===== config.mk =====
export PLATFORM = sky130hd
export DESIGN_NAME = bitrate_prescaler
export DESIGN_NICKNAME = d
export VERILOG_FILES = /design/src/rtl/bitrate_pkg.sv /design/src/rtl/bitrate_ctrl.sv /design/src/rtl/bitrate_dp.sv /design/src/rtl/bitrate_prescaler.sv
export SDC_FILE = /design/constraint.sdc
export NUM_CORES = 1
export LEC_CHECK = 0
export ABC_AREA = 1
export BUFFER_PORTS_ARGS = -buffer_cell sky130_fd_sc_hd__buf_2
export CORE_ASPECT_RATIO = 1.5
export CORE_UTILIZATION = 40
export CTS_CLUSTER_SIZE = 10
export DETAILED_ROUTE_END_ITERATION = 10
export PLACE_DENSITY = 0.61
export SLEW_MARGIN = 20
export SYNTH_ARGS = -nofsm -noshare
export SYNTH_HDL_FRONTEND = slang
export SYNTH_SLANG_ARGS = --single-unit

===== constraint.sdc =====
create_clock -name clk -period 1.8 [get_ports clk]
set_input_delay 0.27 -clock clk [delete_from_list [all_inputs] [get_ports clk]]
set_output_delay 0.27 -clock clk [all_outputs]
set_load 0.01 [all_outputs]

===== src/rtl/bitrate_pkg.sv =====
package bitrate_pkg;

  // Strobes from the control to the datapath, one cycle each
  typedef struct packed {
    logic tick;       // effective-clock enable for the prescaler
    logic reload;     // prescaler wraps: reload count, emit bit enable
    logic idleStep;   // advance idle timer by one bit time
    logic idleClear;  // line activity: restart idle timer, drop flag
  } rateStrobes_t;

endpackage


===== src/rtl/bitrate_ctrl.sv =====
module bitrate_ctrl
  import bitrate_pkg::*;
#(
  parameter int BASE_DIV_LOG2 = 3,
  parameter int RATE_STEPS    = 5,
  parameter int RATE_W        = 3,
  parameter int MUL_W         = 2,
  localparam int CNT_W        = BASE_DIV_LOG2 + RATE_STEPS - 1
) (
  input  logic              clk,
  input  logic              rstN,
  input  logic [RATE_W-1:0] rateSel,
  input  logic [MUL_W-1:0]  mulSel,
  input  logic              lineActive,
  input  logic              cntZero,
  input  logic              bitEnQ,
  output rateStrobes_t      strobes,
  output logic [CNT_W-1:0]  reloadVal
);

  localparam logic [RATE_W-1:0] LAST_RATE  = RATE_W'(RATE_STEPS - 1);
  localparam logic [MUL_W-1:0]  MUL_DOUBLE = MUL_W'(1);

  logic [MUL_W-1:0]  activeMul;
  logic              phase;
  logic              useDouble;
  logic [RATE_W-1:0] rateClamped;
  logic [CNT_W:0]    divFull;

  // Multiplier model: doubled clock ticks every cycle, all other codes every second cycle
  assign useDouble = (activeMul == MUL_DOUBLE);

  always_comb begin
    strobes.tick      = useDouble | phase;
    strobes.reload    = strobes.tick & cntZero;
    strobes.idleClear = lineActive;
    strobes.idleStep  = bitEnQ & ~lineActive;
  end

  // Divider for the incoming rate code, clamped to the slowest step
  always_comb begin
    rateClamped = (rateSel > LAST_RATE) ? LAST_RATE : rateSel;
    divFull     = (CNT_W+1)'(1) << (int'(rateClamped) + BASE_DIV_LOG2);
    reloadVal   = CNT_W'(divFull - (CNT_W+1)'(1));
  end

  // Settings are adopted only at a wrap; phase restarts so the new period is whole
  always_ff @(posedge clk or negedge rstN) begin
    if (!rstN) begin
      activeMul <= '0;
      phase     <= 1'b0;
    end else if (strobes.reload) begin
      activeMul <= mulSel;
      phase     <= 1'b0;
    end else begin
      phase     <= ~phase;
    end
  end


  mul_hold_chk: assert property (@(posedge clk) disable iff (!rstN)
    !strobes.reload |=> $stable(activeMul));

endmodule


===== src/rtl/bitrate_dp.sv =====
module bitrate_dp
  import bitrate_pkg::*;
#(
  parameter int BASE_DIV_LOG2 = 3,
  parameter int RATE_STEPS    = 5,
  parameter int IDLE_BITS     = 205,
  localparam int CNT_W        = BASE_DIV_LOG2 + RATE_STEPS - 1,
  localparam int IDLE_W       = $clog2(IDLE_BITS + 1)
) (
  input  logic             clk,
  input  logic             rstN,
  input  rateStrobes_t     strobes,
  input  logic [CNT_W-1:0] reloadVal,
  output logic             cntZero,
  output logic             bitEn,
  output logic             idleTimeout
);

  localparam logic [IDLE_W-1:0] IDLE_LAST = IDLE_W'(IDLE_BITS - 1);

  logic [CNT_W-1:0]  preCnt;
  logic [IDLE_W-1:0] idleCnt;

  assign cntZero = (preCnt == '0);

  // Prescaler down-counter and bit-time enable
  always_ff @(posedge clk or negedge rstN) begin
    if (!rstN) begin
      preCnt <= '0;
      bitEn  <= 1'b0;
    end else begin
      bitEn <= strobes.reload;
      if (strobes.reload)    preCnt <= reloadVal;
      else if (strobes.tick) preCnt <= preCnt - 1'b1;
    end
  end

  // Idle timer in bit times; activity has priority over a step
  always_ff @(posedge clk or negedge rstN) begin
    if (!rstN) begin
      idleCnt     <= '0;
      idleTimeout <= 1'b0;
    end else if (strobes.idleClear) begin
      idleCnt     <= '0;
      idleTimeout <= 1'b0;
    end else if (strobes.idleStep && !idleTimeout) begin
      idleCnt     <= idleCnt + 1'b1;
      idleTimeout <= (idleCnt == IDLE_LAST);
    end
  end


  pulse_width_chk: assert property (@(posedge clk) disable iff (!rstN)
    bitEn |=> !bitEn);


  rise_cause_chk: assert property (@(posedge clk) disable iff (!rstN)
    $rose(idleTimeout) |-> $past(strobes.idleStep));


  flag_hold_chk: assert property (@(posedge clk) disable iff (!rstN)
    (idleTimeout && !strobes.idleClear) |=> idleTimeout);


  clear_restart_chk: assert property (@(posedge clk) disable iff (!rstN)
    strobes.idleClear |=> (idleCnt == '0 && !idleTimeout));

endmodule


===== src/rtl/bitrate_prescaler.sv =====
module bitrate_prescaler
  import bitrate_pkg::*;
#(
  parameter int BASE_DIV_LOG2 = 3,
  parameter int RATE_STEPS    = 5,
  parameter int IDLE_BITS     = 205,
  parameter int RATE_W        = 3,
  parameter int MUL_W         = 2,
  localparam int CNT_W        = BASE_DIV_LOG2 + RATE_STEPS - 1
) (
  input  logic              clk,
  input  logic              rstN,
  input  logic [RATE_W-1:0] rateSel,
  input  logic [MUL_W-1:0]  mulSel,
  input  logic              lineActive,
  output logic              bitEn,
  output logic              idleTimeout
);

  rateStrobes_t     strobes;
  logic [CNT_W-1:0] reloadVal;
  logic             cntZero;

  bitrate_ctrl #(
    .BASE_DIV_LOG2(BASE_DIV_LOG2),
    .RATE_STEPS   (RATE_STEPS),
    .RATE_W       (RATE_W),
    .MUL_W        (MUL_W)
  ) ctrl (
    .clk       (clk),
    .rstN      (rstN),
    .rateSel   (rateSel),
    .mulSel    (mulSel),
    .lineActive(lineActive),
    .cntZero   (cntZero),
    .bitEnQ    (bitEn),
    .strobes   (strobes),
    .reloadVal (reloadVal)
  );

  bitrate_dp #(
    .BASE_DIV_LOG2(BASE_DIV_LOG2),
    .RATE_STEPS   (RATE_STEPS),
    .IDLE_BITS    (IDLE_BITS)
  ) dp (
    .clk        (clk),
    .rstN       (rstN),
    .strobes    (strobes),
    .reloadVal  (reloadVal),
    .cntZero    (cntZero),
    .bitEn      (bitEn),
    .idleTimeout(idleTimeout)
  );

endmodule


# [Word level (Yosys, flattened, before mapping)]
# Index checks and enable logic that the tools add are counted.
[classes] mul=0 bitwise=5 shifts=1 reduce_logical=5 muxes=8 div_mod_pow=0 add_sub_neg=4 n_lt_le_gt_ge=1 n_eq_ne=2
[op_table] cell="left shift 1 x 32 -> 7 bit (first input constant)" count=1
[op_table] cell="two-way mux 8 bit" count=2
[op_table] cell="two-way mux 7 bit" count=2
[op_table] cell="subtractor 7 x 1 -> 7 bit (second input constant)" count=2
[op_table] cell="adder 8 x 1 -> 8 bit (second input constant)" count=1
[op_table] cell="== test 8 bit (second input constant)" count=1
[op_table] cell="logical NOT 7 bit" count=1
[op_table] cell="adder 3 x 2 -> 4 bit (second input constant)" count=1
[op_table] cell="nonzero test 2 bit" count=2
[op_table] cell="> comparator 3 bit (second input constant)" count=1
[op_table] cell="two-way mux 1 bit" count=3
[op_table] cell="two-way mux 3 bit" count=1
[op_table] cell="AND 1 bit" count=2
[op_table] cell="== test 2 x 1 -> 1 bit (second input constant)" count=1
[op_table] cell="NOT 1 bit" count=2
[op_table] cell="logical AND 1 bit" count=1
[op_table] cell="logical NOT 1 bit" count=1
[op_table] cell="bitwise OR 1 bit" count=1
[word_totals] wordCells=32 input_bits=8 mem_count=0 out_inout_bits=2 romBits=0 ff_bits=20 latch_bits=0 ramBits=0

# [Longest topological paths before layout]
# Gate-level depths: netlist of the first run.
[depth] ltp_word=6 mapped_depth=11 ltp_nobuf=11

# [Modules after synthesis]
# Synthesis of the first run repeated with hierarchy kept, for this count alone.
[hier_totals] cells_unflattened=151 hier_area_um2=1169.9
[by_module_without_submodules] mod="bitrate_dp" n_inst=1 area_each_um2=962.2 cells_each=121
[by_module_without_submodules] mod="bitrate_ctrl" n_inst=1 area_each_um2=207.7 cells_each=30

# [Least setup slack after synthesis of the first run]
# Ideal clock, no wire load.
[synth_path] kind="register -> register" startpoint="register dp.idleTimeout" endpoint="register dp.idleCnt[6]" setup_slack_ns=0.577 required_time_ns=1.677 stages_incl_launch_ff=7 setup_time_ns=0.123 n_path_buf=0 arrival_ns=1.100 cell_sequence="dfrtp_1 nor2_4 nand2_1 nor3_1 nand2_1 o21ai_0 a21oi_1"
[synth_between] elab_chain_cells=3
[synth_rtl] item="start: declaration" line="bitrate_dp.sv:16" rtl="output logic idleTimeout"
[synth_rtl] item="start signal: assignment" line="bitrate_dp.sv:48" rtl="idleTimeout <= (idleCnt == IDLE_LAST);"
[synth_rtl] item="logical NOT 1 bit" line="bitrate_dp.sv:46" rtl="end else if (strobes.idleStep && !idleTimeout) begin"
[synth_rtl] item="logical AND 1 bit" line="bitrate_dp.sv:46"
[synth_rtl] item="nonzero test 2 bit (no source line)"
[synth_rtl] item="end signal: assignment" line="bitrate_dp.sv:47" rtl="idleCnt <= idleCnt + 1'b1;"
[synth_rtl] item="end: declaration" line="bitrate_dp.sv:22" rtl="logic [IDLE_W-1:0] idleCnt;"
# No other way between the ends.
# A chain may end at the register's enable or synchronous reset.

# [Final worst setup path of the first run]
# Same ends and word-level chain as after synthesis.

==> results.ini, run 1 <==
[worst_setup_path]
crit_chain=nor2_4 > nand2_1 > nor3_1 > nand2_1 > o21ai_0 > a21oi_1
end_kind=register
path_class=register to register
r2r_cells=6
cp.arrival_ps=1560
crit_top_cell=nand2_1
cp_slowest_stage_delay_ps=430
cp_max_fo=5
crit_required_ps=1990
cpMaxStageDelayCell=dfrtp_1
critPathLaunchType=register

[synthesis]
synth_top_cell_by_area=dfrtp_1
yosysTopAreaCellShare_pct=47.2
ys_seq_area_share_pct=47.2
netlist_area_sq_um=1060
syn_avg_cell_area_sq_um=8.22
synthCells=129
yosys-top-cells-area=dfrtp_1, nand2_1, inv_1
ys_warn_count=0
synth_cell_types=19
ys_ff_latch=20
syn-num-nets=140

[final_layout]
final_cell_mix=nand2_1, inv_1, dfrtp_1, o21ai_0, nor2_1
area_delta_synth_final_pct=11.5
layout_commonest_cell=nand2_1
antenna_cells=0
drive_above_1_share_pct=18.2
nNetsFinal=155

[timing]
min_period_over_period_pct=76.1
tns_ps=0
fin_skew_ps=5.75
finalCriticalPeriod_ps=1370
rsz0062_at_grt=no
worst_slack_ps=431
max_freq_ghz=0.730
worstMarginPinSlew_ps=450
relSlewSlack_pct=70.0
setup_viol=0
finalHoldViolations=0
maxSlewViolCount=0

[place]
gp_congestion=0.750
dp_slack_ps=450
dpl.hpwl_um=1620
io_buffer_count=9

[clock_tree]
cts_resized=0
htreeDepth=1
cts.sinks=20
cts_tree=done
postCtsSetupBuffers=0
clock_latency_ps=300
cts-root-buf=clkbuf_4
cts_buffers=3
cts.path.max_buffers=2
path_clk_slew_ps=110
cts_hold_buf=1

[floorplan]
start_util_pct=42.8
design.core.area_sq_um=2480
boundaryPins=10
die_area_sq_um=2860
fp.dieH_um=65.0
rows=22
die_x_um=44.0

[detailed_routing]
wl_per_cell_um=11.9
wl_met3_um=36
viasPerCell=5.05
met1_length_um=821
drc=0
wl_met2_um=1090
top_layer=met4
dr.pass1.iters=4
drt_wl_total_um=1980
drtIter0Drc=13
vias=844
postRouteAntennaNets=0

[job]
maxCapViolations=0

[global_route]
grt_max_degree=21
first_global_vias=883
antenna_found_initial=0
grt_pass1_wl_um=3570
grt_util_all_layers_pct=16.9
overflow=0

[pwr]
vdd_drop_max_mv=0.430
p_leak_uw=0.000572
p_per_area_nw_per_um2=621

[hold_path]
hold_class=input port to register
holdPathStages=3

[status]
outcome=completed

where the power goes:
group          total [uW]  internal, uW     switching (uW)
sequential            449           449  0.000000000000175
clock                 254           123                131
combinational        30.0          9.56               20.5
registers in the layout, summed over array words and instances (netlist names):
name / cells
dp.idleCnt: 8
ctrl.phase: 1
dp.preCnt: 7
ctrl.activeMul: 2
dp.idleTimeout: 1
dp.bitEn: 1
cell type report:
type                       instances  area (sq um)
sequential                        20           500
tap                               24          30.0
timing repair buffer              10          55.1
fill                             243          1300
multi-input combinational         86           473
inverter                          23          86.3
clock buffer                       4          36.3
kinds of logic (layout without fill, tap and decap cells):
group                    Yosys count  in the layout  share of synthesized area, %
flip-flops                        20             20                          47.2
AND/OR/NAND/NOR                   62             62                          28.7
XOR/XNOR                           3              3                          2.48
buffers and inverters             23             37                          8.15
AO/OA/AOI/OAI                     18             18                          9.92
adder cells (fa/ha/maj)            3              3                          3.54
final timing paths:
check / from / endpoint / slack, ps
setup / recovery: dp.idleTimeout / dp.idleCnt[6] / 430
hold / removal: mulSel[0] / ctrl.activeMul[0] / 160
setup reg to reg: dp.idleTimeout / dp.idleCnt[6] / 430
hold reg to reg: ctrl.phase / ctrl.phase / 500
max in group asynchronous: rstN / dp.preCnt[1] / 1050
min in group asynchronous: rstN / dp.idleCnt[4] / 440
worst max-delay path, delay by kind of cell (launching register included):
family	cells	cell delay [ps]
AND/OR/NAND/NOR	4	600
flip-flops	1	430
AO/OA/AOI/OAI	2	220
synth_stat cells:
| library cell | instances |
|---|---|
| nor2_2 | 2 |
| nand2_2 | 2 |
| nand4_1 | 1 |
| nor2_4 | 3 |
| inv_1 | 21 |
| inv_2 | 2 |
| nor2_1 | 10 |
| ha_1 | 3 |
| dfrtp_1 | 20 |
| a41oi_1 | 1 |
| nor3_1 | 8 |
| a21oi_4 | 1 |
| nand3_1 | 9 |
| or2_2 | 1 |
| o21ai_0 | 11 |
| nand3_2 | 2 |
| nand2_1 | 24 |
| xor2_1 | 3 |
| a21oi_1 | 5 |
routing by layer:
layer  vias up  track usage (%)
met1       390             17.3
met2        11             32.7
met3         4             2.51
met5         -                0
li1        439                -
met4         0             5.68
stage by stage:
step	total power [uW]	area (sq um)	utilization, %	hold WS, ps	std cells
6_report	733	1180	47.7	164	167
5_1_grt	769	1180	47.7	167	167
4_1_cts	747	1180	47.7	157	167
3_5_place_dp	487	1130	45.8	247	162
3_3_place_gp	486	1130	45.8	234	162
2_1_floorplan	465	1060	-	-25.6	129
(Power assumes the default switching activity.)
==> inputs of run 2 (changes only) <==
==> constraint.sdc (replaced) <==
create_clock -name clk -period 1.42 [get_ports clk]
set_input_delay 0.213 -clock clk [delete_from_list [all_inputs] [get_ports clk]]
set_output_delay 0.213 -clock clk [all_outputs]
set_load 0.01 [all_outputs]
==> run 2 against run 1 <==
- global-route usage is the same
- sequential power is 27% higher
- clock-buffer cell count stayed put
- sequential share of layout area down 2.4 points
- final area up 5.9%
- clock skew hardly changed
- first-iteration DRC count increased by 23%
- fmax up 4.2%
- critical path type unchanged
- largest power group unchanged
- highest routed layer unchanged
==> results.ini, run 2 (synthesis gave the netlist of run 1 again) <==
[detailed_routing]
drtIter0Drc=16  ; +3
drc=0  ; unchanged
postRouteAntennaNets=0  ; unchanged
dr.pass1.iters=5  ; +1
wl_per_cell_um=12.4  ; +4.4%
viasPerCell=5.03  ; -0.49%
drt_wl_total_um=2130  ; +7.5%
vias=865  ; +2.5%

[timing]
holdWs_ps=106  ; -57.8 ps
maxSlewViolCount=0  ; unchanged
relSlewSlack_pct=70.1  ; about the same
finalCriticalPeriod_ps=1310  ; -55.7 ps
min_period_over_period_pct=92.5  ; +16 points
worstMarginPinSlew_ps=449  ; -0.792 ps
worst_slack_ps=107  ; -324 ps
max_freq_ghz=0.761  ; +4.2%
finalHoldViolations=0  ; unchanged
setup_viol=0  ; unchanged
fin_skew_ps=6.24  ; +0.491 ps

[final_layout]
area_delta_synth_final_pct=18.1
layout_commonest_cell=nand2_1
final_cells=172  ; +3.0%
regMostFlops=dp.idleCnt
antenna_cells=0  ; unchanged
largest_reg_flops=8  ; unchanged
nFillCells=241  ; -0.82%
nNetsFinal=160  ; +3.2%
top_regs=dp.idleCnt (8), dp.preCnt (7), ctrl.activeMul (2)
stdcell_area_sq_um=1250  ; +5.9%
drive_above_1_share_pct=27.0  ; +8.8 points
final_cell_mix=nand2_1, inv_1, dfrtp_1, o21ai_0, buf_2

[floorplan]
die_x_um=44.0  ; unchanged
start_util_pct=42.8  ; unchanged
design.core.area_sq_um=2480  ; unchanged
die_area_sq_um=2860  ; unchanged
rows=22  ; unchanged
boundaryPins=10  ; unchanged
fp.dieH_um=65.0  ; unchanged

[worst_setup_path]
cp_max_fo=5  ; unchanged
path_class=register to register
cpMaxStageDelayCell=dfrtp_1
crit_top_cell=nor2_2
r2r-end=dp.idleCnt[5]
end_kind=register
cp_slowest_stage_delay_ps=380  ; -50 ps
crit_required_ps=1650  ; -340 ps
r2r_cells=8  ; +2
critPathLaunchType=register
r2r_start=dp.bitEn
crit_chain=inv_1 > nor2_4 > nand3_2 > nor2_2 > nand2_1 > nor2_2 > o21ai_0 > a21oi_1
rrSetupSlack_ps=110  ; -320 ps
cp.arrival_ps=1550  ; about the same

[global_route]
grt_util_all_layers_pct=16.9  ; unchanged
overflow=0  ; unchanged
first_global_vias=883  ; unchanged
grt_max_degree=21  ; unchanged
antenna_found_initial=0  ; unchanged
grt_pass1_wl_um=3570  ; unchanged

[place]
dp_slack_ps=69.7  ; -380 ps
placedInstanceArea_sq_um=1130  ; unchanged
gp_congestion=0.750  ; unchanged
dpl.hpwl_um=1620  ; unchanged
placed_cells=162  ; unchanged
io_buffer_count=9  ; unchanged

[clock_tree]
clock_latency_ps=300  ; about the same
cts.sinks=20  ; unchanged
cts_tree=done
htreeDepth=1  ; unchanged
cts_buffers=3  ; unchanged
cts.path.max_buffers=2  ; unchanged
cts-root-buf=clkbuf_4
path_clk_slew_ps=110  ; about the same

[hold_path]
hold_end=ctrl.activeMul[0]
holdPathStages=3  ; unchanged
hold_start=mulSel[0]
hold_class=input port to register

[pwr]
vdd_drop_max_mv=0.547  ; +27%
p_leak_uw=0.000618  ; +8.1%
p_total_uw=931  ; +27%
p_per_area_nw_per_um2=744  ; +20%

[status]
outcome=completed

[job]
maxCapViolations=0  ; unchanged

run 2: cell types whose count changed in the layout (fill, tap and decap cells not counted), sizes merged:
cell  delta
buf      +5
run 2: area by class of cell:
cell class                      count  area, sq um  share of cell area [%]
Tap cell                           24         30.0                    2.40
Multi-Input combinational cell     86          505                    40.4
Inverter                           23         86.3                    6.90
Sequential cell                    20          500                    40.0
Clock buffer                        4         36.3                    2.90
Timing Repair Buffer               15         92.6                    7.40
run 2: report_power, final:
part | leakage [uW] | switching [uW] | internal, uW
sequential | 0.000258 | 0.000000000000258 | 569
combinational | 0.000340 | 26.4 | 12.5
clock | 0.0000210 | 167 | 156
total | 0.000618 | 193 | 738
run 2: per-stage QoR:
| step | setup TNS (ps) | utilization [%] |
|---|---|---|
| CTS | 0 | 47.7 |
| finish | 0 | 50.5 |
| global placement | 0 | 45.8 |
| floorplan | 0 | - |
| detailed placement | 0 | 45.8 |
| global route | -44.1 | 50.5 |
run 2: layer usage:
metal | track usage [%] | vias to the layer above | share of wire, %
met5 | 0 | - | 0
met4 | 5.68 | 0 | 1.7
met3 | 2.51 | 4 | 1.7
met2 | 32.7 | 12 | 56
met1 | 17.3 | 400 | 41
li1 | - | 449 | -
run 2: how the worst max path moves through the flow:
| stage | start | slack (ps) | end |
|---|---|---|---|
| global placement | dp.preCnt[1] | 70 | dp.preCnt[6] |
| finish | dp.bitEn | 110 | dp.idleCnt[5] |
| floorplan | dp.idleTimeout | 200 | dp.idleCnt[6] |
| global route | dp.bitEn | -30 | dp.idleCnt[5] |
| detailed placement | dp.idleTimeout | 70 | dp.idleCnt[6] |
| CTS | dp.idleTimeout | 50 | dp.idleCnt[6] |
run 2: critical path: cells and delay by family (launching register included):
kind,cells,cell delay [ps]
AND/OR/NAND/NOR,5,610
flip-flops,1,380
AO/OA/AOI/OAI,2,200
buffers and inverters,1,70
run 2: what timing repair did:
item	4_1_cts	5_1_grt
hold buffers	1	0
buffers inserted	0	5
resized for setup	0	11
setup endpoints to repair	0	4
hold endpoints to repair	20	0
